===== config.mk =====
export PLATFORM = sky130hd
export DESIGN_NAME = glitch_filter
export DESIGN_NICKNAME = d
export VERILOG_FILES = /design/src/rtl/gf_pkg.sv /design/src/rtl/gf_decode.sv /design/src/rtl/gf_sync.sv /design/src/rtl/gf_suppress.sv /design/src/rtl/glitch_filter.sv
export SDC_FILE = /design/constraint.sdc
export NUM_CORES = 1
export LEC_CHECK = 0
export ABC_CLOCK_PERIOD_IN_PS = 1800
export CELL_PAD_IN_SITES_DETAIL_PLACEMENT = 2
export CELL_PAD_IN_SITES_GLOBAL_PLACEMENT = 2
export CORE_MARGIN = 5
export CORE_UTILIZATION = 30
export CTS_BUF_LIST = sky130_fd_sc_hd__clkbuf_2
export DETAILED_ROUTE_END_ITERATION = 10
export PLACE_DENSITY = 0.69
export SYNTH_ARGS = -nofsm -noshare
export SYNTH_HDL_FRONTEND = slang
export SYNTH_SLANG_ARGS = --single-unit

===== constraint.sdc =====
create_clock -name clk -period 1.8 [get_ports clk]
set_clock_uncertainty 0.15 [all_clocks]
set_input_delay 0.27 -clock clk [delete_from_list [all_inputs] [get_ports clk]]
set_output_delay 0.27 -clock clk [all_outputs]
set_load 0.01 [all_outputs]

===== src/rtl/gf_pkg.sv =====
package gf_pkg;

    typedef enum logic [0:0] {
        ST_IDLE = 1'b0,
        ST_PEND = 1'b1
    } gf_state_e;

endpackage


===== src/rtl/gf_decode.sv =====
module gf_decode #(
    parameter int CODE_W = 3,
    localparam int MAX_SUP = (1 << CODE_W) - 2,
    localparam int CNT_W = $clog2(MAX_SUP + 1)
) (
    input  logic [CODE_W-1:0] code,
    output logic              deep,
    output logic [CNT_W-1:0]  sup_len
);

    always_comb begin
        deep    = (code != '0);
        sup_len = '0;
        if (code > CODE_W'(1)) begin
            sup_len = CNT_W'(code - CODE_W'(1));
        end
    end

endmodule


===== src/rtl/gf_sync.sv =====
module gf_sync #(
    parameter int   STAGES   = 3,
    parameter logic IDLE_LVL = 1'b1
) (
    input  logic clk,
    input  logic rst_n,
    input  logic deep,
    input  logic raw_in,
    output logic sync_out
);

    logic [STAGES-1:0] chain_q;

    always_ff @(posedge clk or negedge rst_n) begin
        if (!rst_n) begin
            chain_q <= {STAGES{IDLE_LVL}};
        end else begin
            chain_q <= {chain_q[STAGES-2:0], raw_in};
        end
    end

    always_comb begin
        sync_out = deep ? chain_q[STAGES-1] : chain_q[STAGES-2];
    end

endmodule


===== src/rtl/gf_suppress.sv =====
module gf_suppress
    import gf_pkg::*;
#(
    parameter int   CNT_W    = 3,
    parameter int   MAX_SUP  = 6,
    parameter logic IDLE_LVL = 1'b1
) (
    input  logic             clk,
    input  logic             rst_n,
    input  logic [CNT_W-1:0] sup_len,
    input  logic             sync_in,
    output logic             level_out
);

    gf_state_e        state_q, state_d;
    logic [CNT_W-1:0] cnt_q, cnt_d;
    logic             level_q;
    logic             take;
    logic             mismatch;

    assign mismatch  = (sync_in != level_q);
    assign level_out = level_q;

    // Next-state and count logic
    always_comb begin
        state_d = state_q;
        cnt_d   = cnt_q;
        take    = 1'b0;
        unique case (state_q)
            ST_IDLE: begin
                cnt_d = '0;
                if (mismatch) begin
                    if (sup_len == '0) begin
                        take = 1'b1;                  // follow
                    end else begin
                        state_d = ST_PEND;            // start
                        cnt_d   = CNT_W'(1);
                    end
                end
            end
            ST_PEND: begin
                if (!mismatch) begin
                    state_d = ST_IDLE;                // drop
                    cnt_d   = '0;
                end else if (cnt_q >= sup_len) begin
                    state_d = ST_IDLE;                // accept
                    cnt_d   = '0;
                    take    = 1'b1;
                end else begin
                    cnt_d = CNT_W'(cnt_q + CNT_W'(1));
                end
            end
            default: begin
                state_d = ST_IDLE;
                cnt_d   = '0;
            end
        endcase
    end

    // State register
    always_ff @(posedge clk or negedge rst_n) begin
        if (!rst_n) begin
            state_q <= ST_IDLE;
            cnt_q   <= '0;
        end else begin
            state_q <= state_d;
            cnt_q   <= cnt_d;
        end
    end

    // Output register
    always_ff @(posedge clk or negedge rst_n) begin
        if (!rst_n) begin
            level_q <= IDLE_LVL;
        end else if (take) begin
            level_q <= sync_in;
        end
    end

    // output only moves to a synchronised level that differed from it
    a_r7_move_to_sync: assert property (@(posedge clk) disable iff (!rst_n)
        (level_q != $past(level_q)) |-> (level_q == $past(sync_in)));

    // a matching level clears the qualification count
    a_r6_restart: assert property (@(posedge clk) disable iff (!rst_n)
        (!mismatch) |=> (cnt_q == '0));

    // zero suppression follows the synchroniser one cycle later
    a_r2_follow: assert property (@(posedge clk) disable iff (!rst_n)
        (sup_len == '0 && mismatch) |=> (level_q == $past(sync_in)));

    // count stays within the largest suppression length
    a_r5_cnt_bound: assert property (@(posedge clk) disable iff (!rst_n)
        (cnt_q <= CNT_W'(MAX_SUP)));

    // idle state carries no pending count
    a_r1_idle_clear: assert property (@(posedge clk) disable iff (!rst_n)
        (state_q == ST_IDLE) |-> (cnt_q == '0));

endmodule


===== src/rtl/glitch_filter.sv =====
module glitch_filter #(
    parameter int   CODE_W   = 3,
    parameter int   STAGES   = 3,
    parameter logic IDLE_LVL = 1'b1
) (
    input  logic              clk,
    input  logic              rst_n,
    input  logic [CODE_W-1:0] filt_sel,
    input  logic              raw_in,
    output logic              filt_out
);

    localparam int MAX_SUP = (1 << CODE_W) - 2;
    localparam int CNT_W   = $clog2(MAX_SUP + 1);

    logic             deep;
    logic [CNT_W-1:0] sup_len;
    logic             sync_lvl;

    gf_decode #(.CODE_W(CODE_W)) u_dec (
        .code    (filt_sel),
        .deep    (deep),
        .sup_len (sup_len)
    );

    gf_sync #(.STAGES(STAGES), .IDLE_LVL(IDLE_LVL)) u_sync (
        .clk      (clk),
        .rst_n    (rst_n),
        .deep     (deep),
        .raw_in   (raw_in),
        .sync_out (sync_lvl)
    );

    gf_suppress #(.CNT_W(CNT_W), .MAX_SUP(MAX_SUP), .IDLE_LVL(IDLE_LVL)) u_sup (
        .clk       (clk),
        .rst_n     (rst_n),
        .sup_len   (sup_len),
        .sync_in   (sync_lvl),
        .level_out (filt_out)
    );

    // output sits at the idle level right after reset release
    a_r1_reset_idle: assert property (@(posedge clk)
        ($rose(rst_n)) |-> (filt_out == IDLE_LVL));

endmodule


# Yosys cells after proc, flatten, opt, wreduce, memory -nomap -nowiden
# Index checks and enable logic that the tools add are counted.
[word_totals]
elab_cells = 29
mem_count = 0
latch_bits = 0
regBits = 8
input_bits = 6
ramBits = 0
out_inout_bits = 1
mem_bits_ro = 0
[op_classes]
n_reduce_logical = 2
bitwise = 1
n_div = 0
add_sub_neg = 2
order_cmp = 2
n_shift = 0
multipliers = 0
n_eq_ne = 1
mux = 17
[ops]
columns = ["cell", "count"]
rows = [
  ["3-bit 2-to-1 mux", 4],
  ["1-bit 2-to-1 mux", 10],
  ["3-bit case mux with 2 select lines", 1],
  ["1-bit case mux with 2 select lines", 2],
  ["3-bit by 1-bit adder with 3-bit output (second input constant)", 1],
  ["3-bit >= comparator", 1],
  ["3-bit by 1-bit > comparator with 1-bit output (second input constant)", 1],
  ["3-bit zero test", 1],
  ["3-bit nonzero test", 1],
  ["3-bit by 1-bit subtractor with 3-bit output (second input constant)", 1],
  ["1-bit inequality test", 1],
  ["1-bit NOT", 1],
]

# Longest topological paths before layout
[depth]
ltp_word = 6
depth_mapped = 10
depth_no_buf = 10

# Modules after synthesis
# From an unflattened synthesis, not the netlist that was laid out.
[unflattened]
cells_unflattened = 46
area_unflattened_um2 = 491.7
[by_module_without_submodules]
columns = ["mod", "instances", "area_per_inst_um2", "seq_area_each_um2", "cells_each"]
rows = [
  ["gf_suppress", 1, 302.8, 126.4, 28],
  ["gf_decode", 1, 95.1, 0.0, 14],
  ["gf_sync", 1, 93.8, 78.8, 4],
]

# Worst setup path before layout
# Ideal clock, no wire load.
[synth_timing]
path_type = "input-to-reg"
start = "input port filt_sel[1]"
end = "register u_sup.cnt_q[1]"
path_slack_ps = -283
setup_time_ps = 88
cell_stages = 10
t_required_ps = 1562
n_path_buf = 0
t_arrival_ps = 1844
path_cell_list = "inv_1 > ha_1 > o21ba_1 > nor3b_1 > a21oi_1 > ha_1 > nand2b_1 > a211oi_1 > nor2_1 > nor3b_1"
[synth_between]
elab_chain_len = 6
word_cells_on_any_way = 10
cone_classes = "add/sub: 1; order compare: 2; eq/ne: 1; mux: 5; reduce/logical: 1"
[synth_rtl]
columns = ["item", "line_no", "text"]
rows = [
  ["start, declared", "glitch_filter.sv:8", "input logic [CODE_W-1:0] filt_sel,"],
  ["3-bit by 1-bit subtractor with 3-bit output / 3-bit by 1-bit > comparator with 1-bit output (equally long branches)", "gf_decode.sv:15, gf_decode.sv:14", ""],
  ["3-bit 2-to-1 mux", "gf_decode.sv:14", "if (code > CODE_W'(1)) begin"],
  ["3-bit >= comparator", "gf_suppress.sv:45", "end else if (cnt_q >= sup_len) begin"],
  ["3-bit 2-to-1 mux", "gf_suppress.sv:45", ""],
  ["3-bit 2-to-1 mux *", "gf_suppress.sv:42", "if (!mismatch) begin"],
  ["3-bit case mux with 2 select lines *", "gf_suppress.sv:29", "unique case (state_q)"],
  ["named net u_sup.cnt_d[1]", "gf_suppress.sv:16", "logic [CNT_W-1:0] cnt_q, cnt_d;"],
  ["end signal, assigned", "gf_suppress.sv:67", "cnt_q <= cnt_d;"],
  ["end, declared", "gf_suppress.sv:16", ""],
]
# Mark *: on every way through the listed nets, which the timed path passes. The rest lies on a longest branch.
# A chain may end at the register's enable or synchronous reset.

# Final worst setup path
[layout_timing]
start = "input port filt_sel[1]"
end = "register u_sup.state_q"
[layout_between]
elab_chain_len = 6
word_cells_on_any_way = 13
cone_classes = "add/sub: 1; order compare: 2; eq/ne: 1; mux: 7; reduce/logical: 2"
[layout_rtl]
columns = ["item", "line_no", "text"]
rows = [
  ["3-bit by 1-bit subtractor with 3-bit output / 3-bit by 1-bit > comparator with 1-bit output (equally long branches)", "gf_decode.sv:15, gf_decode.sv:14", ""],
  ["3-bit 2-to-1 mux", "gf_decode.sv:14", ""],
  ["3-bit >= comparator / 3-bit zero test (equally long branches)", "gf_suppress.sv:45, gf_suppress.sv:33", ""],
  ["1-bit 2-to-1 mux (on tied branches)", "gf_suppress.sv:45, gf_suppress.sv:33", ""],
  ["1-bit 2-to-1 mux (on tied branches)", "gf_suppress.sv:42, gf_suppress.sv:32", ""],
  ["1-bit case mux with 2 select lines *", "gf_suppress.sv:29", ""],
  ["named net u_sup.state_d", "gf_suppress.sv:15", "gf_state_e state_q, state_d;"],
  ["end signal, assigned", "gf_suppress.sv:66", "state_q <= state_d;"],
  ["end, declared", "gf_suppress.sv:15", ""],
]
# Marked as above.

==> flow_summary.toml <==
[timing]
rsz0062_at_grt = "true"
setup_viol_count_final = 5
relSlewSlack = 0.645
worst_slew_pin_slew_ns = 0.528
fin_crit_ns = 1.92
timing.fmax_mhz = 521
layout_setup_ws_ns = -0.119
final_hold_viol_count = 0
drv_slew = 0
finalCritPeriodShare = 1.07

[cts]
cts_buffers = 3
cts_buffer_depth = 2
insertion_delay_ns = 0.23
cts.sinks = 8
cts_tree = "yes"
clk_pin_slew_ns = 0.08
htreeDepth = 1
cts_root_buffer = "clkbuf_2"

[worst_setup_path]
worstPathArrival_ns = 1.94
startpoint_type = "input port"
crit_type = "input port to register"
worstPathMaxFanout = 3
reg2reg_depth = 7
end_kind = "register"
path_cells = "buf_12, inv_12, ha_4, o21ba_4, nor3b_4, a21oi_2, ha_4, nand2b_4, a211oi_4, a211oi_4, buf_4, nor2_2"
slowest_stage = "a211oi_4"
cpPeakStageDelay_ns = 0.29
critPathRequiredTime_ns = 1.82

[drt]
viasPerCell = 4.98
vias = 418
drc_errors = 0
ant_nets = 0
drtIter0Drc = 2
routed_wirelength_um = 1500
m1WireLength_um = 515
top_layer_used = "met4"
wl_per_cell_um = 17.9
dr.pass1.iters = 2
met3_length_um = 22
met2_length_um = 925

[pwr]
clkPwrFrac = 0.140
swShare = 0.380
comb_power_share = 0.535
seq_power_share = 0.325
vdd_drop_max_uv = 562
p_leak_nw = 0.353
p_sw_mw = 0.310
p_int_mw = 0.505
power_density_nw_per_um2 = 986
power_mw = 0.815

[final_layout]
area_growth_pct = 66.5
final_area_um2 = 827
nNetsFinal = 82
post-route-util = 0.537
fillers = 159
drive_gt1_frac = 0.603
layoutNonFillerInstCount = 84
num_antenna_cells = 0

[synth]
yosys.area.top_type_share = 0.212
synth.avg_cell_area_um2 = 10.6
yosysSeqAreaShare = 0.413
synth.area.top_cells = "dfstp_2 21%, dfrtp_1 20%, ha_1 18%, xnor2_1 5.3%, inv_1 4.5%"
ys_ff_latch = 8
ys_types = 19
syn_area_um2 = 497
syn-num-nets = 60
synth_cells = 47
yosysTopAreaCell = "dfstp_2"
yosys_warnings = 0

[grt]
grt_pass1_vias = 511
grtUsageTotal = 0.118
grt_overflow = 0
grt_max_degree = 9
antenna_found_initial = 0
grt_pass1_wl_um = 2280

[placed_design]
portBuffers = 6
hpwlAfterDp_um = 1000
post_dp_cell_area_um2 = 664
placedCellCount = 76
place.gp.congestion = 0.739
dp_slack_ns = -0.885

[floorplan]
num_io_pins = 7
start_util = 0.322
fp-row-count = 14
die_w_um = 50.7
fp.coreArea_um2 = 1540
die_area_um2 = 2570
fp.dieH_um = 50.7

[run_status]
violations = "setup timing"
outcome = "finished, violations left"

[min_path]
hold_class = "input port to asynchronous set/reset pin"

[flow_run]
max_cap_violations = 0
timing repair:
item	4_1_cts	5_1_grt
pin swaps	11	11
hold buffers	0	0
resized for setup	20	14
buffers inserted	3	2
endpoints found under the setup margin	5	5
Yosys cell counts:
cell type  instances
a211oi_1           1
o21ba_1            1
o21ai_0            1
nor3b_1            2
nor3_1             1
mux2i_1            2
or2_1              1
xnor2_1            3
nor2b_2            1
dfrtp_1            4
nand2_1            1
a211oi_2           1
nand2b_1           3
ha_1               7
dfstp_2            4
nor2_1             4
a31oi_2            1
a21oi_1            3
inv_1              6
kinds of logic after synthesis:
group,share of synthesized area
buffers and inverters,0.0453
AND/OR/NAND/NOR,0.146
adder cells (fa/ha/maj),0.176
multiplexers,0.0403
XOR/XNOR,0.0529
AO/OA/AOI/OAI,0.126
flip-flops,0.413
power by group through the flow:
stage	Combinational, mW	Clock, mW	Sequential (mW)
3_3_place_gp	0.260	0	0.255
6_report	0.436	0.114	0.265
3_5_place_dp	0.285	0	0.258
2_1_floorplan	0.171	0	0.258
5_1_grt	0.473	0.127	0.272
4_1_cts	0.355	0.122	0.263
flip-flops by register name, summed over array words and instances, names as in the netlist:
register and cells:
u_sup.cnt_q 3, u_sup.level_out 1, u_sup.state_q 1, u_sync.chain_q 3
layout by cell type (no fill, tap or decap), drive strengths merged:
master          n
nand2b          3
xnor2           3
dlygate4sd2     1
nor2b           1
o21ai           1
ha              7
nor3b           2
clkdlybuf4s50   3
or2             1
dfstp           4
a211oi          2
a31oi           1
nor2            4
nor3            1
buf            13
dfrtp           4
inv             6
o21ba           1
nand2           1
clkbuf          4
mux2i           2
a21oi           3
final timing paths:
kind	startpoint	slack [ns]	to
max	filt_sel[1]	-0.12	u_sup.state_q
min	rst_n	0.15	u_sup.state_q
max reg2reg	u_sup.cnt_q[0]	0.05	u_sup.state_q
min reg2reg	u_sync.chain_q[0]	0.21	u_sync.chain_q[1]
max in group asynchronous	rst_n	1.04	u_sync.chain_q[0]
min in group clk	u_sync.chain_q[0]	0.21	u_sync.chain_q[1]
worst max-delay path, delay by kind of cell:
kind / cells / cell delay (ns)
simple gates: 3 / 0.42
fa+ha+maj: 2 / 0.31
compound gates: 4 / 0.65
buf+inv: 3 / 0.27
metal layers:
layer / global-route usage / up-vias
met5: 0 / -
met4: 0.0638 / 0
met3: 0.00888 / 4
met2: 0.229 / 9
met1: 0.122 / 209
li1: - / 196
metrics by stage:
stage	setup TNS [ns]	hold slack, ns
final	-0.487	0.150
after global routing	-0.798	0.166
after CTS	-0.681	0.140
after detailed placement	-4.25	0.206
after global placement	-3.65	0.199
after floorplan	-0.0521	-0.176
cell type report:
type / count / area, um2 / share of cell area
Sequential cell: 8 / 205 / 0.248
Tap cell: 16 / 20.0 / 0.0242
Timing Repair Buffer: 17 / 156 / 0.189
Multi-Input combinational cell: 33 / 390 / 0.472
Inverter: 6 / 35.0 / 0.0424
Clock buffer: 4 / 20.0 / 0.0242
No activity file was read; power rests on OpenSTA's default activity.
